File: config.mk
export PLATFORM = sky130hd
export DESIGN_NAME = fetch_target_queue
export DESIGN_NICKNAME = d
export VERILOG_FILES = /design/src/rtl/ftq_pkg.sv /design/src/rtl/fq_store.sv /design/src/rtl/fq_ctrl.sv /design/src/rtl/fq_pair.sv /design/src/rtl/fetch_target_queue.sv
export SDC_FILE = /design/constraint.sdc
export NUM_CORES = 1
export LEC_CHECK = 0
export ABC_CLOCK_PERIOD_IN_PS = 5800
export BUFFER_PORTS_ARGS = -buffer_cell sky130_fd_sc_hd__buf_4
export CORE_MARGIN = 1.5
export CORE_UTILIZATION = 56
export CTS_BUF_LIST = sky130_fd_sc_hd__clkbuf_2
export DETAILED_ROUTE_END_ITERATION = 8
export GPL_ROUTABILITY_DRIVEN = 0
export PLACE_DENSITY = 0.89
export SLEW_MARGIN = 20
export SYNTH_ARGS = -nofsm -noshare
export SYNTH_HDL_FRONTEND = slang
export SYNTH_SLANG_ARGS = --single-unit
File: constraint.sdc
create_clock -name clk -period 5.8 [get_ports clk]
set_clock_uncertainty 0.2 [all_clocks]
set_input_delay 0.29 -clock clk [delete_from_list [all_inputs] [get_ports clk]]
set_output_delay 0.29 -clock clk [all_outputs]
set_load 0.01 [all_outputs]
File: src/rtl/ftq_pkg.sv
package ftq_pkg;

    localparam int unsigned DEF_ADDR_W = 32;
    localparam int unsigned DEF_OFF_W  = 4;
    localparam int unsigned DEF_DEPTH  = 8;

    // How many entries the consumer side retires in a cycle.
    typedef enum logic [1:0] {
        POP_NONE = 2'd0,
        POP_ONE  = 2'd1,
        POP_TWO  = 2'd2
    } pop_e;

    function automatic int unsigned pop_count(pop_e sel);
        case (sel)
            POP_ONE: return 1;
            POP_TWO: return 2;
            default: return 0;
        endcase
    endfunction

    // Circular pointer advance for any depth, power of two or not.
    function automatic int unsigned ptr_add(int unsigned p, int unsigned inc,
                                            int unsigned depth);
        int unsigned s;
        s = p + inc;
        if (s >= depth) s = s - depth;
        return s;
    endfunction

endpackage

File: src/rtl/fq_store.sv
module fq_store #(
    parameter int unsigned DESC_W = 37,
    parameter int unsigned DEPTH  = 8,
    parameter int unsigned PTR_W  = 3
) (
    input  logic              clk,
    input  logic              wr_en,
    input  logic [PTR_W-1:0]  wr_ptr,
    input  logic [DESC_W-1:0] wr_data,
    input  logic [PTR_W-1:0]  rd_ptr0,
    input  logic [PTR_W-1:0]  rd_ptr1,
    output logic [DESC_W-1:0] rd_data0,
    output logic [DESC_W-1:0] rd_data1
);
    logic [DEPTH-1:0][DESC_W-1:0] slots;

    for (genvar i = 0; i < DEPTH; i++) begin : g_slot
        logic [DESC_W-1:0] ent_q;
        always_ff @(posedge clk) begin
            if (wr_en && wr_ptr == PTR_W'(i)) ent_q <= wr_data;
        end
        assign slots[i] = ent_q;
    end

    assign rd_data0 = slots[rd_ptr0];
    assign rd_data1 = slots[rd_ptr1];
endmodule

File: src/rtl/fq_ctrl.sv
module fq_ctrl
    import ftq_pkg::*;
#(
    parameter int unsigned DEPTH = 8,
    parameter int unsigned PTR_W = 3,
    parameter int unsigned CNT_W = 4
) (
    input  logic             clk,
    input  logic             rst,
    input  logic             flush,
    input  logic             push_valid,
    input  logic             take0,
    input  logic             take1,
    input  logic             pair_ok,
    output logic             wr_en,
    output logic [PTR_W-1:0] wr_ptr,
    output logic [PTR_W-1:0] rd_ptr0,
    output logic [PTR_W-1:0] rd_ptr1,
    output logic [CNT_W-1:0] count,
    output logic             full,
    output logic             empty
);
    logic [PTR_W-1:0] head_q, tail_q;
    logic [CNT_W-1:0] cnt_q, pop_n, after_pop;
    pop_e             pop_sel;

    always_comb begin
        pop_sel = POP_NONE;
        if (!flush && cnt_q != '0 && take0)
            pop_sel = (take1 && pair_ok) ? POP_TWO : POP_ONE;
    end

    assign pop_n     = CNT_W'(pop_count(pop_sel));
    assign after_pop = cnt_q - pop_n;
    assign wr_en     = push_valid && !flush && (after_pop != CNT_W'(DEPTH));

    always_ff @(posedge clk) begin
        if (rst || flush) begin
            head_q <= '0;
            tail_q <= '0;
            cnt_q  <= '0;
        end else begin
            head_q <= PTR_W'(ptr_add(32'(head_q), pop_count(pop_sel), DEPTH));
            if (wr_en) tail_q <= PTR_W'(ptr_add(32'(tail_q), 1, DEPTH));
            cnt_q  <= after_pop + CNT_W'(wr_en);
        end
    end

    assign wr_ptr  = tail_q;
    assign rd_ptr0 = head_q;
    assign rd_ptr1 = PTR_W'(ptr_add(32'(head_q), 1, DEPTH));
    assign count   = cnt_q;
    assign full    = (cnt_q == CNT_W'(DEPTH));
    assign empty   = (cnt_q == '0);
endmodule

File: src/rtl/fq_pair.sv
module fq_pair #(
    parameter int unsigned CNT_W = 4
) (
    input  logic [CNT_W-1:0] count,
    input  logic             over0,
    input  logic             over1,
    output logic             valid0,
    output logic             pair_ok
);
    assign valid0  = (count != '0);
    assign pair_ok = (count >= CNT_W'(2)) && !over0 && !over1;
endmodule

File: src/rtl/fetch_target_queue.sv
module fetch_target_queue
    import ftq_pkg::*;
#(
    parameter int unsigned ADDR_W = DEF_ADDR_W,
    parameter int unsigned OFF_W  = DEF_OFF_W,
    parameter int unsigned DEPTH  = DEF_DEPTH
) (
    input  logic              clk,
    input  logic              rst,
    input  logic              flush,
    input  logic              push_valid,
    input  logic [ADDR_W-1:0] push_start,
    input  logic [OFF_W-1:0]  push_off,
    input  logic              push_over,
    output logic              full,
    input  logic              take0,
    input  logic              take1,
    output logic              out0_valid,
    output logic [ADDR_W-1:0] out0_start,
    output logic [OFF_W-1:0]  out0_off,
    output logic              out0_over,
    output logic              out1_valid,
    output logic [ADDR_W-1:0] out1_start,
    output logic [OFF_W-1:0]  out1_off,
    output logic              out1_over,
    output logic              empty
);
    localparam int unsigned PTR_W  = (DEPTH > 1) ? $clog2(DEPTH) : 1;
    localparam int unsigned CNT_W  = $clog2(DEPTH + 1);
    localparam int unsigned DESC_W = ADDR_W + OFF_W + 1;

    typedef struct packed {
        logic [ADDR_W-1:0] start;
        logic [OFF_W-1:0]  off;
        logic              over;
    } desc_t;

    desc_t            wr_desc, rd0, rd1;
    logic             wr_en, pair_ok;
    logic [PTR_W-1:0] wr_ptr, rd_ptr0, rd_ptr1;
    logic [CNT_W-1:0] count;

    assign wr_desc = '{start: push_start, off: push_off, over: push_over};

    fq_ctrl #(.DEPTH(DEPTH), .PTR_W(PTR_W), .CNT_W(CNT_W)) u_ctrl (
        .clk(clk), .rst(rst), .flush(flush), .push_valid(push_valid),
        .take0(take0), .take1(take1), .pair_ok(pair_ok),
        .wr_en(wr_en), .wr_ptr(wr_ptr), .rd_ptr0(rd_ptr0), .rd_ptr1(rd_ptr1),
        .count(count), .full(full), .empty(empty)
    );

    fq_store #(.DESC_W(DESC_W), .DEPTH(DEPTH), .PTR_W(PTR_W)) u_store (
        .clk(clk), .wr_en(wr_en), .wr_ptr(wr_ptr), .wr_data(wr_desc),
        .rd_ptr0(rd_ptr0), .rd_ptr1(rd_ptr1), .rd_data0(rd0), .rd_data1(rd1)
    );

    fq_pair #(.CNT_W(CNT_W)) u_pair (
        .count(count), .over0(rd0.over), .over1(rd1.over),
        .valid0(out0_valid), .pair_ok(pair_ok)
    );

    assign out0_start = rd0.start;
    assign out0_off   = rd0.off;
    assign out0_over  = rd0.over;
    assign out1_valid = pair_ok;
    assign out1_start = rd1.start;
    assign out1_off   = rd1.off;
    assign out1_over  = rd1.over;
endmodule

==> results of run 1 <==
[per-layer routing]
layer  vias to the layer above  GRT usage, %  part of all wire [%]
met5                         -             0                     0
li1                       3380             -                     -
met4                         0          9.55                   2.6
met2                       440          44.0                    52
met3                        75          6.42                   8.0
met1                      4254          33.6                    38
[cells by family after synthesis]
logic type      share of synthesized area (%)
mux                                      30.0
compound gates                          0.294
xor+xnor                                0.427
fa+ha+maj                                1.35
simple gates                             1.42
buf+inv                                  1.82
flops                                    64.7
[final cells by class]
| cell class | instances | share of cell area, % |
|---|---|---|
| tap | 324 | 2.38 |
| clock buffer | 106 | 3.12 |
| clock inverter | 26 | 0.765 |
| inverter | 18 | 0.397 |
| antenna | 3 | 0.0441 |
| timing repair buffer | 225 | 11.7 |
| sequential | 306 | 53.5 |
| multi-input combinational | 287 | 28.1 |
[synth_stat cells (all sizes together), types with 2 or more instances]
cell type / instances
inv: 17
edfxtp: 296
nand3: 2
clkbuf: 15
ha: 12
or2: 3
xor2: 3
nor2: 18
or3: 2
and2: 3
mux2: 76
dfxtp: 10
mux4: 148
buf: 25
nor3: 5
fa: 2
xnor2: 3
[power by group through the flow]
stage	Combinational, mW	Sequential (mW)	Clock [mW]
2_1_floorplan	0.158	2.52	0
3_3_place_gp	0.291	2.52	0
3_5_place_dp	0.303	2.53	0
4_1_cts	0.352	2.47	1.38
5_1_grt	0.376	2.48	1.50
6_report	0.354	2.48	1.35
[flip-flops by register name (all words and copies together) (netlist names)]
name,count
u_ctrl.wr_ptr,3
u_ctrl.count,4
u_store.g_slot.ent_q,296
u_ctrl.rd_ptr0,3
[worst min path at each step]
stage	from	endpoint	slack, ns
6_report	push_start[13]	u_store.g_slot[4].ent_q[18]$_DFFE_PP_	0.08
5_1_grt	push_start[14]	u_store.g_slot[2].ent_q[19]$_DFFE_PP_	0.02
4_1_cts	push_start[17]	u_store.g_slot[4].ent_q[22]$_DFFE_PP_	0.001
3_5_place_dp	push_start[31]	u_store.g_slot[3].ent_q[36]$_DFFE_PP_	0.32
3_3_place_gp	push_start[31]	u_store.g_slot[2].ent_q[36]$_DFFE_PP_	0.32
2_1_floorplan	push_over	u_store.g_slot[0].ent_q[0]$_DFFE_PP_	0.19
[through the flow]
step           power (mW)  setup WS (ns)  TNS [ns]  util, %
3_3_place_gp         2.81          0.742         0     62.8
4_1_cts              4.20          0.426         0     69.5
6_report             4.18          0.394         0     69.5
5_1_grt              4.35          0.181         0     69.5
3_5_place_dp         2.83          0.490         0     63.3
2_1_floorplan        2.68         -0.583    -64.69        -
==> run summary, run 1 <==
All-Layer GR Usage -> 26.2%
Post-synth top flop -> edfxtp_1
nets -> 969
worst path arrival time -> 5.62 ns
FF-to-FF Start -> u_ctrl.rd_ptr0[0]$_SDFF_PP0_
ANT nets after route -> 0
unrepaired setup endpoints after global routing -> false
Die Width -> 161 um
initial antenna violation count -> 3
DP Cell Count -> 1074
number of CTS-inserted buffers -> 74
CTS Hold Bufs -> 86
largest net degree at the start of global routing -> 73
post-synthesis async set-or-reset flop share -> 0%
DRC Markers -> 0
critical path depth -> 14
via-per-instance ratio -> 6.29
Pre-Repair DR Iteration Count -> 5
post-route design area -> 17000 um2
required time of the critical path -> 6.01 ns
yosys warns -> 0
DR iter-0 viols -> 808
DR vias -> 8149
root buffer cell -> clkbuf_2
syn_area_per_cell -> 21.6 um2
Comb power frac -> 8.5%
DP Wirelength -> 19600 um
hold path cells -> 2
sw frac -> 24.7%
cell chain of the critical path -> ha_4 -> mux4_1 -> mux2_4 -> or2_4 -> nor2_1 -> nor2_1 -> ha_1 -> fa_1 -> xor2_1 -> or3_1 -> a311oi_4 -> buf_4 -> nor3_2 -> buf_4
largest area contributor in the netlist -> edfxtp_1
Post-Synthesis Cells -> 651
Setup crit start -> u_ctrl.rd_ptr0[0]$_SDFF_PP0_
Tcrit/Tclk final -> 93.2%
Routed WL per cell -> 25.2 um
Max IR drop VDD -> 155 uV
Pleak -> 5.63 nW
Skew-Pair Late Insertion Delay -> 0.84 ns
top post-synthesis cells by area -> edfxtp_1, mux4_2, mux2_2
status -> complete, no violations
R2R depth -> 14
layout cell share with drive strength beyond 1 -> 50.8%
global-route wire length before repair -> 50800 um
Resize count post-CTS -> 0
most common cell after layout, fill and taps aside -> edfxtp_1
MaxCap Viol Count -> 0
share of the synthesized area in the top cell type -> 63.3%
CP Launch Type -> register
Worst-path clk slew -> 0.11 ns
die height -> 161 um
Site Rows -> 57
I/O pin cnt -> 121
# clock sinks -> 306
Yosys cell types -> 38
fmax -> 0.185 GHz
NetSw -> 1.03 mW
CP Capture Point -> u_store.g_slot[0].ent_q[22]$_DFFE_PP_
Buf/Inv on CP -> 2
Hold WC Path Type -> in -> reg
Netlist Area Pre-Place -> 14100 um2
crit-path leading delay family -> simple AND/OR/NAND/NOR gates
FF+latch area -> 9100 um2
worst setup path class -> reg -> reg
flop and latch count out of synthesis -> 306
Least-Margin Pin Slew -> 1.15 ns
Final Hold Fails -> 0
filler cell count -> 1445
register share of total power -> 59.2%
post-CTS setup buffers -> 0
max incr delay on CP -> 0.73 ns
gr ovfl total -> 0
Syn Nets -> 708
final std cells w/o fill -> 1295
Cell Int Power -> 3.15 mW
P&R area growth vs syn -> 21.1%
multi-input combinational cell area -> 4780 um2
Starting Density -> 57.4%
Post-Route WL -> 32700 um
clock buffer depth -> 3
Worst slew margin -> 23.4%
core area -> 24500 um2
EDFF count, synth -> 296
pwr dens -> 246 nW/um2
CTS tree -> yes
Worst Setup End Kind -> register
Reg2Reg Capture Point -> u_store.g_slot[0].ent_q[22]$_DFFE_PP_
Final Critical Period -> 5.41 ns
flop-to-flop setup slack -> 0.39 ns
I/O Buffers -> 120
Post-DP Area -> 15500 um2
CTS HTree Levels -> 3
setup violators final -> 0
post-synthesis sequential area ratio -> 64.7%
Die ar. -> 26100 um2
vias in the first global route -> 8892
Final Slew Violations -> 0
Hold Worst Slack -> 0.0767 ns
CP max stage cell -> nor3_2
most frequent cells in the layout -> edfxtp_1, mux4_2, buf_4
clock power share -> 32.3%
maximum fanout along the worst path -> 28
Note: power is estimated with default switching activity, not from simulation.
==> run 2: changes to the inputs <==
--- a/config.mk
+++ b/config.mk
@@ -13,6 +13,7 @@
 export DETAILED_ROUTE_END_ITERATION = 8
 export GPL_ROUTABILITY_DRIVEN = 0
 export PLACE_DENSITY = 0.89
+export REMOVE_ABC_BUFFERS = 1
 export SLEW_MARGIN = 20
 export SYNTH_ARGS = -nofsm -noshare
 export SYNTH_HDL_FRONTEND = slang
==> run 2 against run 1 <==
- maximum frequency shrank 1.5%
- clock-buffer cell count shrank 5
- via count decreased by 0.81%
- combinational power about the same
- sequential share of layout area shrank 0.30 points
- clock power about the same
- core utilization up 0.39 points
- power about the same
- critical endpoint is now u_store.g_slot[4].ent_q[30]$_DFFE_PP_
==> run summary, run 2 (synthesis gave the netlist of run 1 again) <==
most frequent cells in the layout -> edfxtp_1, mux4_2, buf_4
Post-Route Setup TNS -> 0 ns
Cell Int Power -> 3.17 mW
DR iter-0 viols -> 790
core area -> 24500 um2
post-CTS setup buffers -> 0
worst path arrival time -> 5.87 ns
Max IR drop VDD -> 165 uV
Least-Margin Pin Slew -> 0.785 ns
Die Width -> 161 um
fmax -> 0.182 GHz
MaxCap Viol Count -> 0
I/O pin cnt -> 121
nets -> 974
register share of total power -> 59.2%
gr ovfl total -> 0
Hold WC Path Type -> in -> reg
Final Critical Period -> 5.49 ns
DR vias -> 8083
pwr dens -> 244 nW/um2
Site Rows -> 57
filler cell count -> 1458
Starting Density -> 57.4%
Pre-Repair DR Iteration Count -> 7
I/O Buffers -> 120
Pleak -> 5.64 nW
DRC Markers -> 0
setup violators final -> 0
root buffer cell -> clkbuf_2
initial antenna violation count -> 1
fin worst setup slack -> 0.309 ns
die height -> 161 um
status -> complete, no violations
Biggest register -> u_store.g_slot.ent_q
CTS tree -> yes
Die ar. -> 26100 um2
worst setup path class -> reg -> reg
Hold Worst Slack -> 0.0532 ns
number of CTS-inserted buffers -> 72
P&R area growth vs syn -> 21.8%
Final Slew Violations -> 0
Comb power frac -> 8.5%
# clock sinks -> 306
Worst-path clk slew -> 0.10 ns
CP Launch Type -> register
Routed WL per cell -> 24.7 um
Tcrit/Tclk final -> 94.7%
largest net degree at the start of global routing -> 74
Skew-Pair Late Insertion Delay -> 0.87 ns
clock buffer depth -> 3
Worst slew margin -> 47.6%
Final Hold Fails -> 0
Post-Route WL -> 31900 um
Worst Setup End Kind -> register
most common cell after layout, fill and taps aside -> edfxtp_1
required time of the critical path -> 6.18 ns
CTS HTree Levels -> 3
clock power share -> 32.3%
unrepaired setup endpoints after global routing -> false
All-Layer GR Usage -> 25.4%
layout cell share with drive strength beyond 1 -> 50.5%
max reg flops -> 296
NetSw -> 1.01 mW
vias in the first global route -> 8753
ANT nets after route -> 0
maximum fanout along the worst path -> 41
global-route wire length before repair -> 49400 um
DP Worst Slack -> 0.277 ns
DP Wirelength -> 19700 um
sw frac -> 24.2%
via-per-instance ratio -> 6.25
-- run 2: cell types whose count changed in the layout (fill, tap and decap cells not counted), moves of 2 or more --
cell / change
buf_16: +2
dlygate4sd3_1: +4
nor3_2: -2
nor3_4: +2
diode_2: -2
clkbuf_2: -5
-- run 2: power groups by stage --
stage	logic, mW	registers (mW)	clock network, mW
2_1_floorplan	0.159	2.53	0
3_3_place_gp	0.289	2.52	0
3_5_place_dp	0.301	2.52	0
4_1_cts	0.351	2.47	1.38
5_1_grt	0.377	2.48	1.49
6_report	0.354	2.48	1.35
-- run 2: worst paths after layout --
kind | start | endpoint | slack, ns | depth (start not counted)
worst max-delay path | u_ctrl.rd_ptr0[0]$_SDFF_PP0_ | u_store.g_slot[4].ent_q[30]$_DFFE_PP_ | 0.31 | 15
worst min-delay path | push_start[22] | u_store.g_slot[6].ent_q[27]$_DFFE_PP_ | 0.05 | 2
worst min register to register | u_ctrl.wr_ptr[1]$_SDFFE_PP0P_ | u_ctrl.wr_ptr[1]$_SDFFE_PP0P_ | 0.40 | 2
worst max register to register | u_ctrl.rd_ptr0[0]$_SDFF_PP0_ | u_store.g_slot[4].ent_q[30]$_DFFE_PP_ | 0.31 | 15
-- run 2: final cells by class --
type                    instances  area [um2]  area share [%]
repair buffers                232        2100            12.2
diodes                          1        2.50          0.0146
clock buffers                 101         505            2.95
inverters                      18        67.6           0.395
well taps                     324         405            2.37
clock inverters                24         138           0.804
flip-flops and latches        306        9100            53.2
multi-input cells             287        4800            28.0
-- run 2: repair_timing --
item                       4_1_cts  5_1_grt
gates resized for setup          0        3
hold endpoints to repair       306        8
setup endpoints to repair        0       46
hold buffers                    89        1
-- run 2: through the flow --
step / utilization (%) / power (mW) / instance area (um2) / cells
2_1_floorplan: - / 2.69 / 13900 / 611
3_3_place_gp: 62.8 / 2.81 / 15400 / 1070
3_5_place_dp: 63.4 / 2.83 / 15500 / 1076
4_1_cts: 69.7 / 4.20 / 17100 / 1290
5_1_grt: 69.9 / 4.34 / 17100 / 1293
6_report: 69.9 / 4.18 / 17100 / 1293
-- run 2: metal layers --
| layer | part of all wire, % | GRT usage [%] | vias to the layer above |
|---|---|---|---|
| li1 | - | - | 3381 |
| met1 | 38 | 32.9 | 4209 |
| met2 | 51 | 42.4 | 427 |
| met3 | 8.4 | 6.50 | 66 |
| met4 | 2.3 | 8.50 | 0 |
| met5 | 0 | 0 | - |
-- run 2: critical path, stage by stage (launching register included) --
cell and delay, ns:
dfxtp_4 0.42, buf_4 0.55, mux4_2 0.40, mux2_4 0.30
or2_4 0.25, nor2_1 0.09, nor2_1 0.07, ha_1 0.22
fa_1 0.53, clkinv_1 0.13, or3_1 0.46, a311oi_4 0.65
or2_1 0.37, nor2_4 0.19, buf_16 0.20, buf_16 0.16
==> run 3: changes to the inputs <==
--- a/config.mk
+++ b/config.mk
@@ -7,13 +7,15 @@
 export LEC_CHECK = 0
 export ABC_CLOCK_PERIOD_IN_PS = 5800
 export BUFFER_PORTS_ARGS = -buffer_cell sky130_fd_sc_hd__buf_4
+export CAP_MARGIN = 20
 export CORE_MARGIN = 1.5
-export CORE_UTILIZATION = 56
+export CORE_UTILIZATION = 46
 export CTS_BUF_LIST = sky130_fd_sc_hd__clkbuf_2
 export DETAILED_ROUTE_END_ITERATION = 8
 export GPL_ROUTABILITY_DRIVEN = 0
-export PLACE_DENSITY = 0.89
+export PLACE_DENSITY = 0.77
 export REMOVE_ABC_BUFFERS = 1
+export SKIP_LAST_GASP = 1
 export SLEW_MARGIN = 20
 export SYNTH_ARGS = -nofsm -noshare
 export SYNTH_HDL_FRONTEND = slang
==> run 3 against run 2 <==
- worst setup slack improved by 0.48 ns
- sequential power barely moved
- first-iteration DRC count fell by 26%
- die area rose by 21%
- register-to-register slack improved by 0.48 ns
- critical path type unchanged
- highest routed layer unchanged
==> run summary, run 3 (synthesis gave the netlist of run 1 again) <==
max layer used -> met4
Final Slew Violations -> 0
I/O pin cnt -> 121
Pleak -> 5.53 nW
initial antenna violation count -> 2
worst setup path class -> reg -> reg
CTS HTree Levels -> 3
Biggest register -> u_store.g_slot.ent_q
Worst Setup End Kind -> register
Least-Margin Pin Slew -> 0.811 ns
clock buffer depth -> 3
wire length on met3 -> 1840 um
Max IR drop VDD -> 142 uV
largest net degree at the start of global routing -> 119
Final Power -> 4.21 mW
wl on met1 -> 12900 um
Die Width -> 178 um
# clock sinks -> 306
nets -> 952
Site Rows -> 63
filler cell count -> 2268
root buffer cell -> clkbuf_2
number of CTS-inserted buffers -> 75
DRC Markers -> 0
Resize count post-CTS -> 0
MaxCap Viol Count -> 0
hold_sp -> push_off[0]
Setup crit start -> u_ctrl.rd_ptr0[1]$_SDFF_PP0_
most frequent cells in the layout -> edfxtp_1, mux4_2, buf_4
Starting Density -> 47.0%
DR vias -> 7645
post-CTS setup buffers -> 0
fmax -> 0.200 GHz
P&R area growth vs syn -> 20.0%
core area -> 29900 um2
All-Layer GR Usage -> 19.6%
Final Critical Period -> 5.01 ns
ANT nets after route -> 0
DP Wirelength -> 18400 um
setup violators final -> 0
vias in the first global route -> 8313
DP Worst Slack -> 0.775 ns
Pre-Repair DR Iteration Count -> 5
global-route wire length before repair -> 46000 um
met2 WL -> 14900 um
Worst slew margin -> 46.0%
Post-Route WL -> 30100 um
Hold Worst Slack -> 0.0752 ns
pwr dens -> 250 nW/um2
CTS tree -> yes
Final Core Density -> 56.4%
Skew-Pair Late Insertion Delay -> 0.79 ns
die height -> 178 um
Die ar. -> 31600 um2
I/O Buffers -> 120
Final Hold Fails -> 0
Hold WC Path Type -> in -> reg
max reg flops -> 296
maximum fanout along the worst path -> 19
layout cell share with drive strength beyond 1 -> 51.9%
Routed WL per cell -> 22.5 um
Tcrit/Tclk final -> 86.4%
via-per-instance ratio -> 5.72
unrepaired setup endpoints after global routing -> false
required time of the critical path -> 6.04 ns
fin worst setup slack -> 0.788 ns
Worst-path clk slew -> 0.10 ns
FF-to-FF Start -> u_ctrl.rd_ptr0[1]$_SDFF_PP0_
worst path arrival time -> 5.25 ns
DR iter-0 viols -> 582
gr ovfl total -> 0
CP Launch Type -> register
status -> complete, no violations
most common cell after layout, fill and taps aside -> edfxtp_1
[run 3: cell count changes in the layout (fill, tap and decap cells not counted), sizes merged]
| cell | previous run | this run |
|---|---|---|
| dlygate4sd3 | 90 | 67 |
| buf | 142 | 140 |
| bufinv | 1 | 2 |
| diode | 1 | 2 |
| inv | 19 | 20 |
[run 3: final timing paths]
path              depth (start not counted)  slack, ns                                     to
hold reg to reg                           2       0.39          u_ctrl.wr_ptr[0]$_SDFFE_PP0P_
setup / recovery                         14       0.79  u_store.g_slot[4].ent_q[26]$_DFFE_PP_
setup reg to reg                         14       0.79  u_store.g_slot[4].ent_q[26]$_DFFE_PP_
hold / removal                            2       0.08   u_store.g_slot[2].ent_q[1]$_DFFE_PP_
[run 3: critical path: stages (launching register included)]
cell      delay, ns
dfxtp_4        0.36
ha_4           0.38
mux4_1         0.57
mux2_4         0.28
or2_4          0.24
nor2_1         0.10
nor2_1         0.06
ha_1           0.21
fa_1           0.41
xor2_1         0.26
or3_1          0.21
a311oi_4       0.11
or2_1          0.34
nor2_4         0.51
buf_4          0.40
[run 3: layout make-up]
| cell class | count | area, um2 | share of cell area (%) |
|---|---|---|---|
| multi-input cells | 287 | 4780 | 28.4 |
| clock inverters | 26 | 179 | 1.06 |
| repair buffers | 207 | 1730 | 10.3 |
| well taps | 390 | 488 | 2.89 |
| flip-flops and latches | 306 | 9100 | 54.0 |
| diodes | 2 | 5.00 | 0.0297 |
| clock buffers | 101 | 505 | 3.00 |
| inverters | 18 | 67.6 | 0.401 |
[run 3: what timing repair did]
item,in CTS,in global routing
endpoints found under the hold margin,306,0
hold buffers,67,0
setup endpoints to repair,0,0
[run 3: power breakdown]
part	leakage [nW]	internal, mW	switching [mW]
Combinational	2.27	0.183	0.155
Clock	0.505	0.571	0.832
Sequential	2.76	2.46	0.0156
Total	5.53	3.21	1.00
[run 3: stage by stage]
stage	std cells	instance area, um2	TNS, ns
floorplan	611	13900	-2327.89
global placement	1141	15500	0
detailed placement	1141	15500	0
CTS	1335	16900	0
global route	1336	16900	0
finish	1337	16900	0
[run 3: routing by layer]
metal | GRT usage [%] | up-vias
met3 | 4.37 | 39
met1 | 27.0 | 4004
met4 | 5.39 | 0
li1 | - | 3325
met2 | 31.9 | 277
met5 | 0 | -
